**src/rtl/xpt_cfg_pkg.sv**
```systemverilog
package xpt_cfg_pkg;
  // Synchronized view of the serial-side pins
  typedef struct packed {
    logic sclk;
    logic sdin;
    logic cs_n;
    logic upd_n;
  } ser_pins_t;

  // Idle levels the synchronizers take during reset
  localparam ser_pins_t SER_IDLE = '{sclk: 1'b0, sdin: 1'b0, cs_n: 1'b1, upd_n: 1'b1};

  // Lowest bit of destination k's field inside the frame register
  function automatic int field_lsb(input int pad_w, input int field_w, input int k);
    return pad_w + field_w * k;
  endfunction
endpackage

```
**src/rtl/xpt_sync.sv**
```systemverilog
module xpt_sync #(
  parameter int W = 1,
  parameter logic [W-1:0] RST_VAL = '0
) (
  input  logic         clk,
  input  logic         rst_n,
  input  logic [W-1:0] d,
  output logic [W-1:0] q
);
  logic [W-1:0] meta;

  always_ff @(posedge clk or negedge rst_n) begin
    if (!rst_n) begin
      meta <= RST_VAL;
      q    <= RST_VAL;
    end else begin
      meta <= d;
      q    <= meta;
    end
  end
endmodule

```
**src/rtl/xpt_cfg_shift.sv**
```systemverilog
module xpt_cfg_shift #(
  parameter int FRAME = 193
) (
  input  logic             clk,
  input  logic             rst_n,
  input  logic             sclk_s,
  input  logic             sdin_s,
  input  logic             cs_n_s,
  output logic [FRAME-1:0] sr,
  output logic             sdout
);
  logic sclk_d;
  logic shift_en;

  always_ff @(posedge clk or negedge rst_n) begin
    if (!rst_n) sclk_d <= 1'b0;
    else        sclk_d <= sclk_s;
  end

  assign shift_en = sclk_s & ~sclk_d & ~cs_n_s;

  always_ff @(posedge clk or negedge rst_n) begin
    if (!rst_n)        sr <= '0;
    else if (shift_en) sr <= {sr[FRAME-2:0], sdin_s};
  end

  assign sdout = sr[FRAME-1];

  AST_DESELECT_HOLDS_SR: assert property (@(posedge clk) disable iff (!rst_n)
    cs_n_s |=> $stable(sr));

  AST_DOUT_MOVES_ON_SHIFT_ONLY: assert property (@(posedge clk) disable iff (!rst_n)
    !(sclk_s && !sclk_d && !cs_n_s) |=> $stable(sdout));
endmodule

```
**src/rtl/xpt_cfg_latch.sv**
```systemverilog
module xpt_cfg_latch #(
  parameter int FRAME = 193
) (
  input  logic             clk,
  input  logic             rst_n,
  input  logic [FRAME-1:0] sr,
  input  logic             upd_n_s,
  input  logic             cs_n_s,
  output logic [FRAME-1:0] lat
);
  always_ff @(posedge clk or negedge rst_n) begin
    if (!rst_n)                   lat <= '0;
    else if (!upd_n_s && !cs_n_s) lat <= sr;
  end

  AST_UPDATE_HIGH_HOLDS: assert property (@(posedge clk) disable iff (!rst_n)
    upd_n_s |=> $stable(lat));

  AST_DESELECT_HOLDS_LATCH: assert property (@(posedge clk) disable iff (!rst_n)
    cs_n_s |=> $stable(lat));
endmodule

```
**src/rtl/xpt_cfg_decode.sv**
```systemverilog
module xpt_cfg_decode
  import xpt_cfg_pkg::*;
#(
  parameter int N_OUT = 16,
  parameter int SEL_W = 5,
  parameter int PAD_W = 96,
  localparam int FIELD_W = SEL_W + 1,
  localparam int FRAME = 1 + N_OUT * FIELD_W + PAD_W
) (
  input  logic [FRAME-1:0]         lat,
  output logic [N_OUT-1:0]         out_en,
  output logic [N_OUT*SEL_W-1:0]   out_sel,
  output logic                     clamp_en,
  output logic                     test_mode_flag
);
  for (genvar k = 0; k < N_OUT; k++) begin : g_dest
    localparam int LSB = field_lsb(PAD_W, FIELD_W, k);
    logic en_k;
    assign en_k = lat[LSB + SEL_W];
    assign out_en[k] = en_k;
    assign out_sel[k*SEL_W +: SEL_W] = en_k ? lat[LSB +: SEL_W] : '0;
  end

  assign clamp_en       = lat[FRAME-1];
  assign test_mode_flag = |lat[PAD_W-1:0];
endmodule

```
**src/rtl/xpt_cfg_port.sv**
```systemverilog
module xpt_cfg_port
  import xpt_cfg_pkg::*;
#(
  parameter int N_IN  = 32,
  parameter int N_OUT = 16,
  localparam int SEL_W   = $clog2(N_IN),
  localparam int FIELD_W = SEL_W + 1,
  localparam int PAD_W   = N_OUT * FIELD_W,
  localparam int FRAME   = 1 + N_OUT * FIELD_W + PAD_W
) (
  input  logic                   clk,
  input  logic                   rst_n,
  input  logic                   ser_clk,
  input  logic                   ser_din,
  input  logic                   ser_cs_n,
  input  logic                   upd_n,
  output logic                   ser_dout,
  output logic [N_OUT-1:0]       out_en,
  output logic [N_OUT*SEL_W-1:0] out_sel,
  output logic                   clamp_en,
  output logic                   test_mode_flag
);
  ser_pins_t pins_raw, pins_s;
  logic [FRAME-1:0] sr, lat;

  assign pins_raw = '{sclk: ser_clk, sdin: ser_din, cs_n: ser_cs_n, upd_n: upd_n};

  xpt_sync #(.W($bits(ser_pins_t)), .RST_VAL(SER_IDLE)) u_sync (
    .clk(clk), .rst_n(rst_n), .d(pins_raw), .q(pins_s)
  );

  xpt_cfg_shift #(.FRAME(FRAME)) u_shift (
    .clk(clk), .rst_n(rst_n), .sclk_s(pins_s.sclk), .sdin_s(pins_s.sdin),
    .cs_n_s(pins_s.cs_n), .sr(sr), .sdout(ser_dout)
  );

  xpt_cfg_latch #(.FRAME(FRAME)) u_latch (
    .clk(clk), .rst_n(rst_n), .sr(sr), .upd_n_s(pins_s.upd_n),
    .cs_n_s(pins_s.cs_n), .lat(lat)
  );

  xpt_cfg_decode #(.N_OUT(N_OUT), .SEL_W(SEL_W), .PAD_W(PAD_W)) u_dec (
    .lat(lat), .out_en(out_en), .out_sel(out_sel),
    .clamp_en(clamp_en), .test_mode_flag(test_mode_flag)
  );

  AST_FLAG_RISES_ONLY_ON_UPDATE: assert property (@(posedge clk) disable iff (!rst_n)
    $rose(test_mode_flag) |-> $past(!pins_s.upd_n && !pins_s.cs_n));

  AST_CLAMP_MOVES_ONLY_ON_UPDATE: assert property (@(posedge clk) disable iff (!rst_n)
    !$stable(clamp_en) |-> $past(!pins_s.upd_n));
endmodule

```
**config.mk**
```make
export PLATFORM = sky130hd
export DESIGN_NAME = xpt_cfg_port
export DESIGN_NICKNAME = d
export VERILOG_FILES = /design/src/rtl/xpt_cfg_pkg.sv /design/src/rtl/xpt_sync.sv /design/src/rtl/xpt_cfg_shift.sv /design/src/rtl/xpt_cfg_latch.sv /design/src/rtl/xpt_cfg_decode.sv /design/src/rtl/xpt_cfg_port.sv
export SDC_FILE = /design/constraint.sdc
export NUM_CORES = 1
export LEC_CHECK = 0
export ABC_AREA = 1
export BUFFER_PORTS_ARGS = -buffer_cell sky130_fd_sc_hd__buf_2
export CELL_PAD_IN_SITES_DETAIL_PLACEMENT = 0
export CELL_PAD_IN_SITES_GLOBAL_PLACEMENT = 1
export CORE_AREA = 2 2 205 207
export CTS_CLUSTER_DIAMETER = 40
export DETAILED_ROUTE_END_ITERATION = 6
export DIE_AREA = 0 0 207 209
export MAX_ROUTING_LAYER = met4
export PLACE_DENSITY_LB_ADDON = 0.1
export SYNTH_ARGS = -nofsm -noshare
export SYNTH_HDL_FRONTEND = slang
export SYNTH_HIERARCHICAL = 1
export SYNTH_SLANG_ARGS = --single-unit
```
**constraint.sdc**
```tcl
create_clock -name clk -period 1.25 [get_ports clk]
set_input_delay 0.1875 -clock clk [delete_from_list [all_inputs] [get_ports clk]]
set_output_delay 0.1875 -clock clk [all_outputs]
set_load 0.01 [all_outputs]
```
==> results of run 1 <==
[sequential cells by signal (all words and copies together), names as in the netlist]
signal,cells
u_sync/meta,4
u_shift/sclk_d,1
u_shift/sr,193
u_sync/q,4
u_latch/lat,193
[how the worst min path moves through the flow]
stage                from              end  slack, ps  depth (start not counted)
finish              rst_n  u_shift/sr[180]         70                          2
global route        rst_n  u_shift/sr[179]         80                          2
CTS                 rst_n  u_shift/sr[179]         50                          2
detailed placement  rst_n  u_shift/sr[179]         40                          1
global placement    rst_n  u_shift/sr[178]         40                          1
floorplan           rst_n   u_latch/lat[0]       -110                          0
[power groups by stage]
stage                     registers, mW  clock network [mW]  logic [mW]
after floorplan                    13.2                   0       0.827
after global placement             13.3                   0        1.77
after detailed placement           13.3                   0        1.78
after CTS                          13.1                20.0        3.05
after global routing               13.1                20.7        3.65
final                              13.1                19.7        3.47
[metrics by stage]
step	hold slack (ps)	setup TNS, ps	setup WS, ps
after global routing	77.1	-119070	-869
after global placement	43.7	-33130	-217
after detailed placement	44.8	-35370	-225
final	67.6	-102600	-778
after CTS	45.8	-104690	-750
after floorplan	-108	0	13.1
[layout make-up]
class                      instances  area (µm²)  share of cell area
clock inverter                    38         492              0.0184
sequential                       395        9920               0.370
timing repair buffer             357        5480               0.205
inverter                          82         325              0.0121
clock buffer                      87        1960              0.0731
tap                              539         674              0.0252
multi-input combinational       1334        7930               0.296
[cells by family (layout without fill, tap and decap cells)]
logic type / count (synthesis) / in the layout / share of synthesized area
simple gates: 1141 / 1141 / 0.282
flops: 395 / 395 / 0.582
compound gates: 193 / 193 / 0.0569
buf+inv: 248 / 564 / 0.0793
[routing by layer]
metal	vias to the layer above	routed length [µm]	global-route usage	share of wire
met5	-	0	-	0
met4	0	1330	0.0887	0.024
met3	99	2340	0.0416	0.042
met2	376	27900	0.399	0.50
met1	7537	24000	0.316	0.43
li1	7010	-	-	-
[repair_timing]
item | 4_1_cts | 5_1_grt
hold endpoints to repair | 398 | 0
setup buffers | 63 | 34
hold buffers | 5 | 0
cloned | 62 | 30
setup endpoints to repair | 480 | 485
gates resized for setup | 402 | 703
pin swaps | 73 | 253
[cells in the final DEF (no fill, tap or decap), types with 2 or more instances in the layout]
cell type	netlist	final
clkbuf_16	0	97
dfstp_2	4	2
dlygate4sd3_1	0	5
inv_2	2	21
dfstp_4	0	2
clkinv_4	0	5
buf_6	30	66
o21ai_0	193	33
o21ai_4	0	11
clkbuf_1	44	5
clkinv_8	0	4
nand2_1	882	484
nor2_1	63	57
dfrtp_2	0	16
clkinv_2	0	8
o21ai_1	0	25
inv_6	0	9
dfrtp_1	391	374
nand2_2	0	286
buf_16	0	51
clkinvlp_4	0	5
inv_1	80	59
o21ai_2	0	124
nand2_4	0	112
nand4_1	193	193
clkbuf_8	0	10
nor2_2	0	5
bufinv_16	0	8
buf_12	0	87
buf_4	30	41
buf_2	62	62
buf_8	0	20
nor2_4	1	2
==> out/qor.yml, run 1 <==
ys_types: 15
fillers: 3322
nNetsFinal: 2244
crit_type: "register to primary output"
synthTopCellsByArea: "dfrtp_1, nand2_1, nand4_1"
start_util: 0.411
rows: 75
grt_max_degree: 73
crit_start: "u_latch/lat[49]"
postLayoutSetupSlackWorst_ps: -778
crit_slowest_cell: "dfrtp_1"
r2r_start: "u_sync/q[1]"
gp_congestion: 0.752
root_buffer: "clkbuf_16"
yosysTopAreaCell: "dfrtp_1"
p_switching_mw: 8.85
crit_buf_inv: 1
io_pins: 105
synth_top_area_frac: 0.576
r2r_setup_slack_ps: -310
insertion_delay_ps: 580
worstMarginPinSlew_ps: 444
ys_seq_elements: 395
synth_area_mm2: 0.0170
cts-buffers-inserted: 68
hp-class: "input pin to asynchronous set/reset pin"
dp_hpwl_mm: 25.1
syn_nets: 1983
cp_num_cells: 7
regToRegEndpoint: "u_latch/lat[127]"
stdcell_count: 2832
seq_power_share: 0.361
avgSynthCellArea_um2: 8.59
die-area_mm2: 0.0433
htreeDepth: 3
status: "finished with violations"
max_freq_mhz: 493
final_hold_viol_count: 0
final_util: 0.649
end_kind: "primary output"
placedCellCount: 2555
async_flop_share: 1.00
grt_overflow_total: 0
io_buffers: 104
dpl_cell_area_mm2: 0.0186
relSlewSlack: 0.704
power_mw: 36.2
p_clk_frac: 0.543
r2r_cells: 8
grtUsageTotal: 0.247
drc: 0
die_h_um: 209
ys.flop_type: "dfrtp_1"
yosys-top-cells-count: "nand2_1, dfrtp_1, nand4_1, o21ai_0, inv_1"
intPower_mw: 27.4
cts_tree: "done"
drtAntennaViolNets: 0
synth_cells: 1977
area_delta_synth_final_pct: 57.7
period_share: 1.62
slowest_delay_ps: 370
postLayoutCellArea_mm2: 0.0268
antenna_found_initial: 0
arrival_ps: 1840
p_per_area_mw_per_mm2: 1350
cts.path.max_buffers: 3
num_vias: 15000
cts.sinks: 395
p_sw_frac: 0.244
drive_gt1_frac: 0.461
skew_ps: 16.1
violations: "setup timing"
maxCapViolations: 0
clk_pin_slew_worst_paths_ps: 50
setup_viol: 485
firstDrtPassIters: 5
fin_crit_ps: 2030
wl_mm: 55.6
rsz0062_at_grt: "true"
vias_per_cell: 5.30
crit_path_max_fanout: 2
synth-edff-count: 0
yosysMostFrequentCell: "nand2_1"
wl_per_cell_um: 19.6
grt_pass1_vias: 14800
worst_setup_path_start_kind: "register"
core_mm2: 0.0413
grt_pass1_wl_mm: 83.1
worstPathCellList: "nor2_1 > nand2_1 > nor2_1 > nand2_1 > nor2_2 > nand3_2 > buf_6"
drt_iter0_markers: 843
ir_drop_uv: 1110
n_antenna_cell: 0
drv_slew: 0
yosysWarnings: 6
power.share.combinational: 0.096
required_ps: 1060
endpoint: "test_mode_flag"
die_width_um: 207
critPathTopFamily: "simple AND/OR/NAND/NOR gates"
p_leak_nw: 14.8
ys_seq_area_frac: 0.582
No activity file was read; power rests on OpenSTA's default activity.
==> run 2, diff against run 1 <==
--- a/config.mk
+++ b/config.mk
@@ -9,12 +9,12 @@
 export BUFFER_PORTS_ARGS = -buffer_cell sky130_fd_sc_hd__buf_2
 export CELL_PAD_IN_SITES_DETAIL_PLACEMENT = 0
 export CELL_PAD_IN_SITES_GLOBAL_PLACEMENT = 1
-export CORE_AREA = 2 2 205 207
+export CORE_AREA = 2 2 196 198
 export CTS_CLUSTER_DIAMETER = 40
 export DETAILED_ROUTE_END_ITERATION = 6
-export DIE_AREA = 0 0 207 209
+export DIE_AREA = 0 0 198 200
 export MAX_ROUTING_LAYER = met4
-export PLACE_DENSITY_LB_ADDON = 0.1
+export PLACE_DENSITY = 0.89
 export SYNTH_ARGS = -nofsm -noshare
 export SYNTH_HDL_FRONTEND = slang
 export SYNTH_HIERARCHICAL = 1
==> constraint.sdc (replaced) <==
create_clock -name clk -period 2 [get_ports clk]
set_input_delay 0.3 -clock clk [delete_from_list [all_inputs] [get_ports clk]]
set_output_delay 0.3 -clock clk [all_outputs]
set_load 0.01 [all_outputs]
==> run 2 against run 1 <==
Effect of this change:
- the flow still finishes with violations (setup timing)
- die area decreased by 8.5%
- flip-flop and latch count unchanged
- worst setup slack improved by 750 ps
==> out/qor.yml, run 2 (synthesis results as in run 1) <==
die_h_um: 200  # -4.3%
fillers: 3417  # +2.9%
clk_pin_slew_worst_paths_ps: 60  # about the same
p_per_area_mw_per_mm2: 887  # -34%
worstPathCellList: "nor2_1 > nand2_1 > nor2_2 > nand2_2 > nor2_4 > nand3_4 > buf_6"
grt_overflow_total: 0  # unchanged
layout_commonest_cell: "nand2_1"
required_ps: 1700  # +640 ps
p_switching_mw: 4.01  # -55%
dp_hpwl_mm: 20.5  # -18%
p_clk_frac: 0.469  # -0.074
intPower_mw: 13.0  # -52%
violations: "setup timing"
gp_congestion: 0.748  # -0.56%
post-place-ws_ps: 196  # +422 ps
n_antenna_cell: 0  # unchanged
insertion_delay_ps: 540  # -40 ps
wl_per_cell_um: 14.4  # -26%
top_regs: "u_latch/lat (193), u_shift/sr (193)"
antenna_found_initial: 0  # unchanged
fin_crit_ps: 2020
hp-class: "input pin to asynchronous set/reset pin"
cts-buffers-inserted: 44  # -35%
seq_power_share: 0.478  # +0.117
grt_max_degree: 194  # +170%
firstDrtPassIters: 5  # unchanged
end_kind: "primary output"
drc: 0  # unchanged
grtUsageTotal: 0.195  # -0.0526
crit_path_max_fanout: 2  # unchanged
ir_drop_uv: 562  # -50%
nNetsFinal: 2002  # -11%
cts.sinks: 395  # unchanged
final_hold_viol_count: 0  # unchanged
drive_gt1_frac: 0.111  # -0.350
core_mm2: 0.0374  # -9.4%
arrival_ps: 1720  # -120 ps
regArea_mm2: 0.00990  # -0.20%
crit_type: "register to primary output"
worst_setup_path_start_kind: "register"
cts_tree: "done"
setup_tns_ps: -24.3  # +102580 ps
p_sw_frac: 0.235  # -0.00901
setup_viol: 1  # -99.8%
period_share: 1.01
max_freq_mhz: 494
num_vias: 13200  # -12%
crit_slowest_cell: "dfrtp_1"
postLayoutSetupSlackWorst_ps: -24.3  # +754 ps
maxCapViolations: 0  # unchanged
die-area_mm2: 0.0396  # -8.5%
area_delta_synth_final_pct: 13.2
final_cell_mix: "nand2_1, dfrtp_1, o21ai_0, nand4_1, buf_2"
grt_pass1_vias: 12600  # -15%
slowest_delay_ps: 370  # about the same
power.share.combinational: 0.053  # -0.043
root_buffer: "clkbuf_16"
drt_iter0_markers: 1061  # +26%
whs_ps: 214  # +146 ps
post_cts_buffers: 0  # -100%
htreeDepth: 2  # -1
final_util: 0.514  # -0.135
wl_mm: 36.7  # -34%
status: "finished with violations"
relSlewSlack: 0.428  # -0.276
skew_ps: 17.0  # +0.937 ps
p_leak_nw: 11.4  # -23%
drv_slew: 0  # unchanged
grt_pass1_wl_mm: 62.5  # -25%
start_util: 0.454  # +0.0428
power_mw: 17.0  # -53%
rows: 71  # -5.3%
cts.path.max_buffers: 3  # unchanged
die_width_um: 198  # -4.3%
io_buffers: 104  # unchanged
io_pins: 105  # unchanged
vias_per_cell: 5.18  # -2.4%
drtAntennaViolNets: 0  # unchanged
rsz0062_at_grt: "true"
worstMarginPinSlew_ps: 857  # +413 ps
multi_input_area_mm2: 0.00579  # -27%
run 2: layout make-up:
class	count	area share
multi-input cells	1334	0.301
flip-flops and latches	395	0.515
clock buffers	60	0.0678
well taps	511	0.0333
repair buffers	139	0.0572
inverters	82	0.0164
clock inverters	20	0.00885
run 2: power by group through the flow:
stage	clock network, mW	registers [mW]	logic [mW]
CTS	8.16	8.15	0.926
detailed placement	0	8.29	0.867
finish	7.99	8.15	0.909
floorplan	0	8.27	0.517
global placement	0	8.29	0.854
global route	8.48	8.15	1.01
run 2: path summary, 6_finish.rpt:
| path | start | to | slack (ps) | cells past startpoint |
|---|---|---|---|---|
| min in group clk | u_sync/meta[2] | u_sync/q[2] | 350 | 0 |
| worst min register to register | u_sync/meta[2] | u_sync/q[2] | 350 | 0 |
| worst max-delay path | u_latch/lat[19] | test_mode_flag | -20 | 7 |
| worst min-delay path | rst_n | u_latch/lat[178] | 210 | 2 |
| max in group asynchronous | rst_n | u_shift/sr[86] | 990 | 4 |
| worst max register to register | u_sync/q[1] | u_latch/lat[171] | 180 | 4 |
run 2: metal layers:
metal	routed length, µm	track usage
met5	0	-
met1	17200	0.263
met4	695	0.0468
met3	1810	0.0250
met2	17000	0.317
run 2: worst max-delay path: cells and delay by family, from the launching register on:
kind                   cells  cell delay [ps]
and+or+nand+nor            6              680
DFF                        1              370
buffers and inverters      1              130
run 2: through the flow:
step | std cells | area [µm²]
after floorplan | 1977 | 17000
after global placement | 2456 | 17700
after detailed placement | 2456 | 17700
after CTS | 2541 | 19200
after global routing | 2541 | 19200
final | 2541 | 19200
run 2: repair_timing:
| item | in CTS | in global routing |
|---|---|---|
| pin swaps | 9 | 1 |
| endpoints found under the hold margin | 129 | 0 |
| gates resized for setup | 11 | 0 |
| hold buffers | 5 | 0 |
| endpoints found under the setup margin | 1 | 1 |
==> run 3, diff against run 2 <==
--- a/config.mk
+++ b/config.mk
@@ -5,17 +5,15 @@
 export SDC_FILE = /design/constraint.sdc
 export NUM_CORES = 1
 export LEC_CHECK = 0
-export ABC_AREA = 1
 export BUFFER_PORTS_ARGS = -buffer_cell sky130_fd_sc_hd__buf_2
 export CELL_PAD_IN_SITES_DETAIL_PLACEMENT = 0
 export CELL_PAD_IN_SITES_GLOBAL_PLACEMENT = 1
-export CORE_AREA = 2 2 196 198
+export CORE_AREA = 2 2 186 188
 export CTS_CLUSTER_DIAMETER = 40
 export DETAILED_ROUTE_END_ITERATION = 6
-export DIE_AREA = 0 0 198 200
+export DIE_AREA = 0 0 188 190
 export MAX_ROUTING_LAYER = met4
-export PLACE_DENSITY = 0.89
+export PLACE_DENSITY = 0.83
 export SYNTH_ARGS = -nofsm -noshare
 export SYNTH_HDL_FRONTEND = slang
-export SYNTH_HIERARCHICAL = 1
 export SYNTH_SLANG_ARGS = --single-unit
==> constraint.sdc (replaced) <==
create_clock -name clk -period 1.93 [get_ports clk]
set_input_delay 0.2895 -clock clk [delete_from_list [all_inputs] [get_ports clk]]
set_output_delay 0.2895 -clock clk [all_outputs]
set_load 0.01 [all_outputs]
==> run 3 against run 2 <==
Effect of this change:
- the run still ends with setup timing left
- first-iteration DRC count decreased by 67%
- die area decreased by 9.8%
- hold slack improved by 65 ps
- flip-flop and latch count unchanged
- synthesized cell count decreased by 52%
- largest cell class unchanged
- largest power group is now the clock network
- highest routed layer unchanged
==> out/qor.yml, run 3 <==
avgSynthCellArea_um2: 16.1  # +87%
nNetsFinal: 1087  # -46%
ys_seq_elements: 395  # unchanged
insertion_delay_ps: 540  # about the same
worst_setup_path_start_kind: "register"
postLayoutSetupSlackWorst_ps: -385  # -360 ps
post-place-ws_ps: 47.8  # -149 ps
firstDrtPassIters: 4  # -1
grt_max_degree: 85  # -56%
final_util: 0.536  # +0.0223
grt_overflow_total: 0  # unchanged
end_kind: "primary output"
violations: "setup timing"
drv_slew: 0  # unchanged
setup_viol: 1  # unchanged
antenna_found_initial: 0  # unchanged
layout_commonest_cell: "dfrtp_1"
r2r_start: "u_sync.q[1]"
die-area_mm2: 0.0357  # -9.8%
wl_mm: 25.1  # -32%
ys.flop_type: "dfrtp_1"
clk_pin_slew_worst_paths_ps: 60  # about the same
power_mw: 18.2  # +7.1%
crit_slowest_cell: "dfrtp_1"
htreeDepth: 2  # unchanged
required_ps: 1640  # -60 ps
relSlewSlack: 0.668  # +0.241
p_leak_nw: 9.42  # -17%
ys_types: 11  # -4
drc: 0  # unchanged
final_hold_viol_count: 0  # unchanged
io_buffers: 104  # unchanged
period_share: 1.20
synthTopCellsByArea: "dfrtp_1, mux2_2, and2_1"
worstPathCellList: "nor4_4 > nand4_1 > nor4_1 > buf_4 > nand2_4 > buf_6"
rsz0062_at_grt: "true"
power.share.combinational: 0.043  # -0.010
synth-edff-count: 0  # unchanged
synth_cells: 954  # -52%
crit_path_max_fanout: 2  # unchanged
area_delta_synth_final_pct: 18.6
num_vias: 7895  # -40%
drt_iter0_markers: 350  # -67%
io_pins: 105  # unchanged
status: "finished with violations"
grt_pass1_wl_mm: 43.5  # -30%
cts.sinks: 395  # unchanged
arrival_ps: 2030  # +310 ps
r2r_setup_slack_ps: 280  # +100 ps
core_mm2: 0.0339  # -9.2%
yosysMostFrequentCell: "dfrtp_1"
final_cell_mix: "dfrtp_1, mux2_2, buf_2"
p_clk_frac: 0.486  # +0.017
skew_ps: 17.5  # +0.504 ps
synth_top_area_frac: 0.638  # +0.0615
post_cts_buffers: 0  # unchanged
intPower_mw: 14.2  # +8.7%
die_width_um: 188  # -5.1%
dp_hpwl_mm: 16.0  # -22%
p_switching_mw: 4.07  # +1.6%
top_regs: "u_latch.lat (193), u_shift.sr (193)"
yosys-top-cells-count: "dfrtp_1, mux2_2, and2_1"
fin_crit_ps: 2310
die_h_um: 190  # -5.0%
rows: 68  # -4.2%
n_antenna_cell: 0  # unchanged
yosysWarnings: 0  # -6
maxCapViolations: 0  # unchanged
hp-class: "input pin to asynchronous set/reset pin"
drtAntennaViolNets: 0  # unchanged
syn_nets: 960  # -52%
grtUsageTotal: 0.152  # -0.0431
vias_per_cell: 5.02  # -3.1%
p_per_area_mw_per_mm2: 1000  # +13%
ir_drop_uv: 636  # +13%
crit_type: "register to primary output"
slowest_delay_ps: 400  # +30 ps
gp_congestion: 0.703  # -6.0%
p_sw_frac: 0.223  # -0.0120
ys_seq_area_frac: 0.644  # +0.0622
max_freq_mhz: 432
worstMarginPinSlew_ps: 498  # -359 ps
seq_power_share: 0.471  # -0.007
yosysTopAreaCell: "dfrtp_1"
start_util: 0.452  # -0.00207
cts.path.max_buffers: 3  # unchanged
root_buffer: "clkbuf_16"
wl_per_cell_um: 15.9  # +10%
cts_tree: "done"
regToRegEndpoint: "u_shift.sr[146]"
cts-buffers-inserted: 47  # +6.8%
synth_area_mm2: 0.0153  # -9.6%
r2r_cells: 3  # -1
async_flop_share: 1.00  # unchanged
grt_pass1_vias: 8432  # -33%
drive_gt1_frac: 0.553  # +0.441
## run 3: changes by cell type in the layout (fill, tap and decap cells not counted), moves of 57 or more
cell     change
inv_1       -80
nor2_1      -57
nand4_1    -187
nand2_1    -881
and2_1      +80
mux2_2     +386
o21ai_0    -193
## run 3: area by class of cell
| class | count | area, µm² |
|---|---|---|
| repair buffers | 136 | 965 |
| well taps | 455 | 569 |
| flip-flops and latches | 395 | 9890 |
| clock inverters | 32 | 342 |
| multi-input cells | 501 | 5170 |
| clock buffers | 54 | 1260 |
| fillers | 2762 | 15700 |
## run 3: worst max path at each step
stage	startpoint	to	slack (ps)	cells past startpoint
floorplan	u_sync.q[1]	u_shift.sr[104]	510	4
global placement	u_latch.lat[66]	test_mode_flag	30	6
detailed placement	u_latch.lat[35]	test_mode_flag	50	6
CTS	u_latch.lat[36]	test_mode_flag	-420	6
global route	u_latch.lat[22]	test_mode_flag	-520	6
finish	u_latch.lat[36]	test_mode_flag	-380	6
## run 3: metrics by stage
step	setup TNS [ps]	std cells	hold WS, ps	area, µm²
6_report	-385	1573	279	18200
2_1_floorplan	0	954	-6.09	15300
3_3_place_gp	0	1482	243	16400
3_5_place_dp	0	1482	247	16400
4_1_cts	-423	1573	271	18200
5_1_grt	-520	1573	301	18200
## run 3: timing repair
action	CTS	global route
pin swaps	6	4
gates resized for setup	12	4
hold endpoints to repair	46	0
hold buffers	5	0
setup endpoints to repair	1	1
## run 3: cell families (layout without fill, tap and decap cells)
| family | Yosys count | after routing | share of synthesized area |
|---|---|---|---|
| simple gates | 115 | 115 | 0.0468 |
| flops | 395 | 395 | 0.644 |
| mux | 386 | 386 | 0.283 |
| buf+inv | 58 | 222 | 0.0254 |
## run 3: power groups by stage
stage                     logic (mW)  clock network, mW  registers [mW]
final                          0.793               8.87            8.59
after global routing           0.881               9.47            8.61
after CTS                      0.808               9.11            8.58
after detailed placement       0.762                  0            8.71
after global placement         0.747                  0            8.70
after floorplan                0.440                  0            8.67
## run 3: routing by layer
| metal | track usage | up-vias | share of wire |
|---|---|---|---|
| li1 | - | 3629 | - |
| met1 | 0.202 | 4075 | 0.47 |
| met2 | 0.237 | 141 | 0.47 |
| met3 | 0.0319 | 50 | 0.041 |
| met4 | 0.0439 | 0 | 0.021 |
| met5 | - | - | 0 |
## run 3: worst max-delay path: cells and delay by family (launching register included)
kind,cells,cell delay (ps)
flops,1,400
buf+inv,2,290
simple gates,4,800
